<file path="src/rtl/ssu_pkg.sv">
package ssu_pkg;

    typedef enum logic [2:0] {
        S_IDLE,
        S_ARM,
        S_DRIVE,
        S_SAMPLE,
        S_DONE
    } ssu_state_t;

    typedef struct packed {
        logic ext_clk;
        logic busy_en;
        logic bus_mode;
        logic chan_en;
    } ssu_cfg_t;

endpackage

</file>
<file path="src/rtl/ssu_clkgen.sv">
module ssu_clkgen #(
    parameter int DIV_HALF    = 4,
    parameter int SYNC_STAGES = 2
) (
    input  logic clk,
    input  logic rst_n,
    input  logic ext_sel,
    input  logic sck_in,
    input  logic run,
    input  logic want_rise,
    output logic tick
);
    localparam int DCW = (DIV_HALF > 1) ? $clog2(DIV_HALF) : 1;
    localparam logic [DCW-1:0] DIV_LAST = DCW'(DIV_HALF - 1);

    logic [SYNC_STAGES-1:0] sync_q;
    logic                   prev_q;
    logic [DCW-1:0]         div_q;
    logic                   ext_rise, ext_fall, div_hit;

    // external clock synchronizer, idles high
    always_ff @(posedge clk or negedge rst_n) begin
        if (!rst_n) begin
            sync_q <= '1;
            prev_q <= 1'b1;
        end else begin
            sync_q <= {sync_q[SYNC_STAGES-2:0], sck_in};
            prev_q <= sync_q[SYNC_STAGES-1];
        end
    end

    assign ext_rise = sync_q[SYNC_STAGES-1] & ~prev_q;
    assign ext_fall = ~sync_q[SYNC_STAGES-1] & prev_q;

    // internal half-period divider
    always_ff @(posedge clk or negedge rst_n) begin
        if (!rst_n)                  div_q <= '0;
        else if (!run || ext_sel)    div_q <= '0;
        else if (div_q == DIV_LAST)  div_q <= '0;
        else                         div_q <= div_q + 1'b1;
    end

    assign div_hit = run && (div_q == DIV_LAST);

    always_comb begin
        if (ext_sel) tick = run & (want_rise ? ext_rise : ext_fall);
        else         tick = div_hit;
    end

endmodule

</file>
<file path="src/rtl/ssu_shifter.sv">
module ssu_shifter #(
    parameter int DATA_W = 8
) (
    input  logic              clk,
    input  logic              rst_n,
    input  logic              load,
    input  logic [DATA_W-1:0] load_data,
    input  logic              fall_stb,
    input  logic              rise_stb,
    input  logic              finish,
    input  logic              sin,
    output logic [DATA_W-1:0] sreg_o,
    output logic              out_o
);
    logic [DATA_W-1:0] sreg_q;
    logic              out_q;

    always_ff @(posedge clk or negedge rst_n) begin
        if (!rst_n)        sreg_q <= '0;
        else if (load)     sreg_q <= load_data;
        else if (rise_stb) sreg_q <= {sreg_q[DATA_W-2:0], sin};
    end

    always_ff @(posedge clk or negedge rst_n) begin
        if (!rst_n)        out_q <= 1'b1;
        else if (finish)   out_q <= 1'b1;
        else if (fall_stb) out_q <= sreg_q[DATA_W-1];
    end

    assign sreg_o = sreg_q;
    assign out_o  = out_q;

    // output bit moves only at a falling strobe or at the end of a byte
    p_out_hold_r4: assert property (@(posedge clk) disable iff (!rst_n)
        (!fall_stb && !finish) |=> $stable(out_q));

endmodule

</file>
<file path="src/rtl/ssu_ctrl.sv">
module ssu_ctrl
    import ssu_pkg::*;
#(
    parameter int DATA_W = 8
) (
    input  logic     clk,
    input  logic     rst_n,
    input  logic     ctl_wr,
    input  logic [3:0] ctl_data,
    input  logic     wr_en,
    input  logic     tick,
    output ssu_cfg_t cfg_o,
    output logic     accept,
    output logic     run,
    output logic     want_rise,
    output logic     fall_stb,
    output logic     rise_stb,
    output logic     finish,
    output logic     sck_o,
    output logic     done_o,
    output logic     busy_o
);
    localparam int CNT_W = (DATA_W > 2) ? $clog2(DATA_W) : 1;
    localparam logic [CNT_W-1:0] LAST_BIT = CNT_W'(DATA_W - 1);

    ssu_state_t       state_q, state_d;
    ssu_cfg_t         cfg_q;
    logic [CNT_W-1:0] bit_q;
    logic             sck_q, busy_q;

    assign run       = (state_q == S_ARM) || (state_q == S_DRIVE) || (state_q == S_SAMPLE);
    assign accept    = wr_en && !run;
    assign want_rise = (state_q == S_DRIVE);
    assign fall_stb  = tick && ((state_q == S_ARM) || (state_q == S_SAMPLE));
    assign rise_stb  = tick && (state_q == S_DRIVE);
    assign finish    = rise_stb && (bit_q == LAST_BIT);

    // next-state logic
    always_comb begin
        state_d = state_q;
        unique case (state_q)
            S_IDLE:   if (accept && cfg_q.chan_en) state_d = S_ARM;
            S_ARM:    if (tick) state_d = S_DRIVE;
            S_DRIVE:  if (tick) state_d = (bit_q == LAST_BIT) ? S_DONE : S_SAMPLE;
            S_SAMPLE: if (tick) state_d = S_DRIVE;
            S_DONE:   state_d = (accept && cfg_q.chan_en) ? S_ARM : S_IDLE;
            default:  state_d = S_IDLE;
        endcase
    end

    // state register
    always_ff @(posedge clk or negedge rst_n) begin
        if (!rst_n) state_q <= S_IDLE;
        else        state_q <= state_d;
    end

    // registered outputs
    always_ff @(posedge clk or negedge rst_n) begin
        if (!rst_n) begin
            cfg_q  <= '0;
            bit_q  <= '0;
            sck_q  <= 1'b1;
            busy_q <= 1'b0;
        end else begin
            if (ctl_wr && !run) cfg_q <= ctl_data;
            if (accept)         bit_q <= '0;
            else if (rise_stb)  bit_q <= bit_q + 1'b1;
            if (fall_stb && !cfg_q.ext_clk)      sck_q <= 1'b0;
            else if (rise_stb || !run)           sck_q <= 1'b1;
            if (accept && cfg_q.bus_mode)        busy_q <= 1'b0;
            else if (finish && cfg_q.bus_mode && cfg_q.busy_en) busy_q <= 1'b1;
        end
    end

    assign cfg_o  = cfg_q;
    assign sck_o  = sck_q;
    assign done_o = (state_q == S_DONE);
    assign busy_o = busy_q;

    // completion pulse lasts one cycle
    p_done_single_r6: assert property (@(posedge clk) disable iff (!rst_n)
        done_o |=> !done_o);
    // clock parked high whenever idle
    p_clock_parked_r6: assert property (@(posedge clk) disable iff (!rst_n)
        (state_q == S_IDLE) |-> sck_q);
    // control register frozen while a transfer runs
    p_cfg_frozen_r10: assert property (@(posedge clk) disable iff (!rst_n)
        run |=> $stable(cfg_q));
    // a bus-mode data write always releases busy
    p_busy_release_r9: assert property (@(posedge clk) disable iff (!rst_n)
        (accept && cfg_q.bus_mode) |=> !busy_q);
    // external clock mode never drives the clock low
    p_ext_quiet_r11: assert property (@(posedge clk) disable iff (!rst_n)
        cfg_q.ext_clk |=> sck_q);

endmodule

</file>
<file path="src/rtl/ser_shift_unit.sv">
module ser_shift_unit
    import ssu_pkg::*;
#(
    parameter int DATA_W      = 8,
    parameter int DIV_HALF    = 4,
    parameter int SYNC_STAGES = 2
) (
    input  logic              clk,
    input  logic              rst_n,
    input  logic              ctl_wr,
    input  logic [3:0]        ctl_data,
    input  logic              wr_en,
    input  logic [DATA_W-1:0] wr_data,
    output logic [DATA_W-1:0] rd_data,
    input  logic              si,
    output logic              so,
    input  logic              sda_in,
    output logic              sda_oe,
    input  logic              sck_in,
    output logic              sck_out,
    output logic              done,
    output logic              busy
);
    ssu_cfg_t cfg;
    logic accept, run, want_rise, fall_stb, rise_stb, finish, tick;
    logic out_bit, rx_bit;

    ssu_ctrl #(.DATA_W(DATA_W)) u_ctrl (
        .clk(clk), .rst_n(rst_n), .ctl_wr(ctl_wr), .ctl_data(ctl_data),
        .wr_en(wr_en), .tick(tick), .cfg_o(cfg), .accept(accept), .run(run),
        .want_rise(want_rise), .fall_stb(fall_stb), .rise_stb(rise_stb),
        .finish(finish), .sck_o(sck_out), .done_o(done), .busy_o(busy)
    );

    ssu_clkgen #(.DIV_HALF(DIV_HALF), .SYNC_STAGES(SYNC_STAGES)) u_clkgen (
        .clk(clk), .rst_n(rst_n), .ext_sel(cfg.ext_clk), .sck_in(sck_in),
        .run(run), .want_rise(want_rise), .tick(tick)
    );

    assign rx_bit = cfg.bus_mode ? sda_in : si;

    ssu_shifter #(.DATA_W(DATA_W)) u_shifter (
        .clk(clk), .rst_n(rst_n), .load(accept), .load_data(wr_data),
        .fall_stb(fall_stb), .rise_stb(rise_stb), .finish(finish),
        .sin(rx_bit), .sreg_o(rd_data), .out_o(out_bit)
    );

    assign so     = cfg.bus_mode ? 1'b1 : out_bit;
    assign sda_oe = cfg.bus_mode & ~out_bit;

    // line released in the cycle after completion
    p_release_after_r12: assert property (@(posedge clk) disable iff (!rst_n)
        finish |=> (so && !sda_oe));
    // no serial activity while the unit is not running
    p_no_edge_idle_r3: assert property (@(posedge clk) disable iff (!rst_n)
        !run |-> (!fall_stb && !rise_stb));

endmodule

</file>
<file path="config.mk">
export PLATFORM = sky130hd
export DESIGN_NAME = ser_shift_unit
export DESIGN_NICKNAME = d
export VERILOG_FILES = /design/src/rtl/ssu_pkg.sv /design/src/rtl/ssu_clkgen.sv /design/src/rtl/ssu_shifter.sv /design/src/rtl/ssu_ctrl.sv /design/src/rtl/ser_shift_unit.sv
export SDC_FILE = /design/constraint.sdc
export NUM_CORES = 1
export LEC_CHECK = 0
export BUFFER_PORTS_ARGS = -buffer_cell sky130_fd_sc_hd__buf_2
export CAP_MARGIN = 0
export CORE_ASPECT_RATIO = 2
export CORE_MARGIN = 3
export CORE_UTILIZATION = 40
export CTS_CLUSTER_SIZE = 28
export DETAILED_ROUTE_END_ITERATION = 10
export GPL_TIMING_DRIVEN = 0
export PLACE_DENSITY = 0.64
export SETUP_SLACK_MARGIN = 0.3
export SKIP_LAST_GASP = 1
export SLEW_MARGIN = 10
export SYNTH_ARGS = -nofsm -noshare
export SYNTH_HDL_FRONTEND = slang
export SYNTH_SLANG_ARGS = --single-unit
</file>
<file path="constraint.sdc">
create_clock -name clk -period 1.87 [get_ports clk]
set_input_delay 0.0935 -clock clk [delete_from_list [all_inputs] [get_ports clk]]
set_output_delay 0.0935 -clock clk [all_outputs]
set_load 0.02 [all_outputs]
</file>
==> results.txt <==
The run finished with clean final reports. The placed instance area came out at around 1400 µm². The most used flip-flop cell after synthesis is sky130_fd_sc_hd__dfrtp_1. The wire-length estimate of the detail-placed layout is approximately 1900 µm. The remaining design rule violation count is 0. The worst hold path begins at ctl_data[3]. The setup TNS after final layout is 0 ps. The number of global-route vias before repair is between 1000 and 1500.

The total area of multi-input combinational cells came out at 571 µm². The worst pin sits at a relative slew slack of 62.5%. The via density per instance is around 5.6.

By area the synthesized netlist is led by sky130_fd_sc_hd__dfrtp_1 (44%), sky130_fd_sc_hd__dfstp_2 (11%), sky130_fd_sc_hd__mux2i_1 (7.5%), sky130_fd_sc_hd__mux2_2 (4.7%), sky130_fd_sc_hd__a21oi_1 (3.7%). The clock passes through at most 2 buffers. For flop-to-flop paths, the worst setup slack is 290 ps. Setup repair after global routing could not meet its margin everywhere. The startpoint identified for the worst register-to-register timing path is u_ctrl.state_q[2]$_DFFE_PN0P_.

The filler cell count in the final layout is about 250. After global routing the overflow that remains totals 0. The worst setup path is launched from a flop. The number of ports placed on the die boundary is 32. The wire length of the first global-routing pass came out at approximately 4600 µm. The y dimension of the die came out at ~84 µm. The pin count of the biggest net entering global routing is 27. The die covers ~3800 µm². The count of different cell masters after synthesis is 31.

The fraction of layout cells with a size suffix above 1 came out at approximately two fifths. The effective utilization at floorplan came out at between 40% and 50%. The achievable clock frequency came out at ~630 MHz. The final weighted congestion in routability-driven placement is between 0.8 and 0.9. The most common cell in the synthesized netlist is sky130_fd_sc_hd__dfrtp_1. The summed instance area of the synthesized netlist is approximately 1200 µm². The post-synth net total is between 100 and 150. Along the worst path, the maximum fanout reaches 9. The net count reported at finish came out at 170. The number of enable-type register cells in the synthesized netlist came out at 0. The total wire length after detailed routing came out at about 2500 µm. The commonest cells after synthesis are sky130_fd_sc_hd__dfrtp_1 (21), sky130_fd_sc_hd__nand2_1 (11), sky130_fd_sc_hd__nor2_1 (10), sky130_fd_sc_hd__a21oi_1 (9), sky130_fd_sc_hd__mux2i_1 (9). The worst register-to-register path has a depth of 5.

After routing the design area is 1540 µm². The routed via count came out at around 980. The cell at the root of the clock tree is sky130_fd_sc_hd__clkbuf_8. In the final layout, flip-flops and latches occupy between 600 and 700 µm². The setup path with the least slack is of type flop to flop.

The slew at the pin closest to its max-slew limit is ~560 ps. The standby leakage power is about 0.7 nW. Relative to the synthesized area, the layout overhead comes to 27.8%. After the first detailed-routing iteration, the DRC count stood at 31. Counting flops and latches in the post-synthesis netlist gives 26. The worst-case IR drop observed on VDD is around 800 µV. A synthesized cell averages 11.3 µm². Global routing consumed, over all layers together, between 15 and 20% of the routing resources. The final antenna-violating net count is 0. Setup violations remaining at the end of the flow were counted as 0. The die width is 44.9 µm.

The sequential share of the synthesized area is between 50% and 60%. The terminus of the critical flop-to-flop path is u_shifter.sreg_o[2]$_DFFE_PN0P_. The worst hold path was traced through 2 stages. The clock transition time at the flip-flop clock pins of the worst setup and hold paths came out at roughly 90 ps. The clock insertion delay at the later pin of the skew report came out at 270 ps. The average detailed-routed wire length per instance is around 14 µm.

The number of standard-cell rows in the floorplan is 27. The TritonCTS clock tree is yes. In this run the power density over the cells is between 1500 and 2000 nW/µm².

The detailed-routing iteration count for the pre-antenna-repair pass came out at 4. In this run, CTS created clock tree buffers numbering 3. The async set-reset flop share out of synthesis is 100%. The number of endpoints with negative hold slack in the final report came to 0.

The worst min-delay path category is input port to flop. The post-route clock period utilization is roughly 84%. Counting I/O delays and the setup requirement, the final critical path takes ~1600 ps. The worst setup path is captured at a flop. The share of the synthesized area in the top cell type is around 44%. The clock sink count came out at 26. The core region is between 2000 and 3000 µm². The worst-case clock skew is around 7.0 ps.

Data on the critical path arrives at its endpoint at 1740 ps. In this run the number of H-tree levels came out at 1. The initial antenna violation count is 0. The tool flagged a number of max-cap violations equal to 0. The count of mapped cells out of synthesis is 107. The capture endpoint of the worst hold path is u_ctrl.cfg_o[3]$_DFFE_PN0P_. The number of max-slew violations in the final report is 0. At the worst endpoint, the required time is roughly 2000 ps. The number of synthesis warnings is 0. In this run the tool buffered the top-level ports with 31 buffer cells.

0 antenna diodes ended up in the layout. The largest area contributor in the netlist is sky130_fd_sc_hd__dfrtp_1.
-- layout make-up --
class,count,area share [%]
multi-input cells,78,37.0
flip-flops and latches,26,42.8
plain buffers,2,1.05
well taps,29,2.35
repair buffers,36,13.6
clock buffers,4,2.92
inverters,1,0.243
-- where the power goes --
group | switching, mW | internal [mW] | leakage (nW)
logic | 0.506 | 0.472 | 0.368
registers | 0.210 | 0.809 | 0.297
clock network | 0.166 | 0.152 | 0.0228
total | 0.882 | 1.43 | 0.688
-- cell usage in the layout, fill, tap and decap left out, drive strengths merged, types with 2 or more instances in the layout --
cell	count
buf	35
dfrtp	21
nand2	11
nor2	10
a21oi	10
mux2i	9
mux2	5
dfstp	5
clkbuf	5
nand2b	4
nand3	4
ha	3
and2	2
nor3b	2
or2	2
a41oi	2
o21ai	2
dlygate4sd3	2
-- state kept, by name (all words and copies together), names as in the netlist --
name / flops
u_ctrl.busy_o: 1
u_ctrl.cfg_o: 4
u_ctrl.sck_o: 1
u_shifter.sreg_o: 8
u_shifter.out_o: 1
u_ctrl.bit_q: 3
u_clkgen.div_q: 2
u_ctrl.state_q: 3
u_clkgen.prev_q: 1
u_clkgen.sync_q: 2
-- what timing repair did --
item / in CTS / in global routing
buffers inserted: 3 / 0
endpoints found under the hold margin: 22 / 0
resized for setup: 8 / 2
hold buffers: 2 / 0
setup endpoints to repair: 21 / 16
-- cell families (layout without fill, tap and decap cells) --
group | count (synthesis) | count (layout) | share of synthesized area, %
AO/OA/AOI/OAI | 19 | 19 | 10.7
adder cells (fa/ha/maj) | 3 | 3 | 3.11
buffers and inverters | 3 | 43 | 1.55
flip-flops | 26 | 26 | 54.4
multiplexers | 14 | 14 | 12.1
AND/OR/NAND/NOR | 42 | 42 | 18.1
-- metrics by stage --
step                      hold slack, ps  std cells  setup WS, ps  total power [mW]  util, %
final                               52.3        176           291              2.32     55.0
after detailed placement             122        167         -9.11              1.91     49.9
after CTS                           39.3        176           287              2.31     54.6
after global placement               119        167          35.3              1.87     49.9
after floorplan                     -202        107           309              1.61        -
after global routing                46.3        176           207              2.51     55.0
-- layer usage --
layer	share of wire [%]	track usage, %	vias up	wire length, µm
met5	0	0	-	0
met4	3.2	8.80	0	80
met3	7.3	2.81	7	185
met2	54	29.0	42	1370
met1	35	16.9	468	879
li1	-	-	461	-
-- how the worst max path moves through the flow --
stage	from	depth (start not counted)	endpoint	slack (ps)
floorplan	u_ctrl.state_q[2]$_DFFE_PN0P_	4	u_shifter.out_o$_DFFE_PN1P_	310
global placement	u_ctrl.state_q[0]$_DFFE_PN0P_	5	u_shifter.sreg_o[5]$_DFFE_PN0P_	40
detailed placement	u_ctrl.state_q[0]$_DFFE_PN0P_	5	u_shifter.sreg_o[5]$_DFFE_PN0P_	-9
CTS	u_ctrl.state_q[2]$_DFFE_PN0P_	5	u_shifter.sreg_o[2]$_DFFE_PN0P_	290
global route	u_ctrl.state_q[2]$_DFFE_PN0P_	4	u_shifter.out_o$_DFFE_PN1P_	210
finish	u_ctrl.state_q[2]$_DFFE_PN0P_	5	u_shifter.sreg_o[2]$_DFFE_PN0P_	290
-- critical path, stage by stage (launching register included) --
cell and delay [ps]:
sky130_fd_sc_hd__dfrtp_2 440, sky130_fd_sc_hd__or3b_4 430, sky130_fd_sc_hd__a21oi_4 140, sky130_fd_sc_hd__buf_12 150, sky130_fd_sc_hd__mux2i_4 220, sky130_fd_sc_hd__a21oi_1 80
No activity file was read; power rests on OpenSTA's default activity.
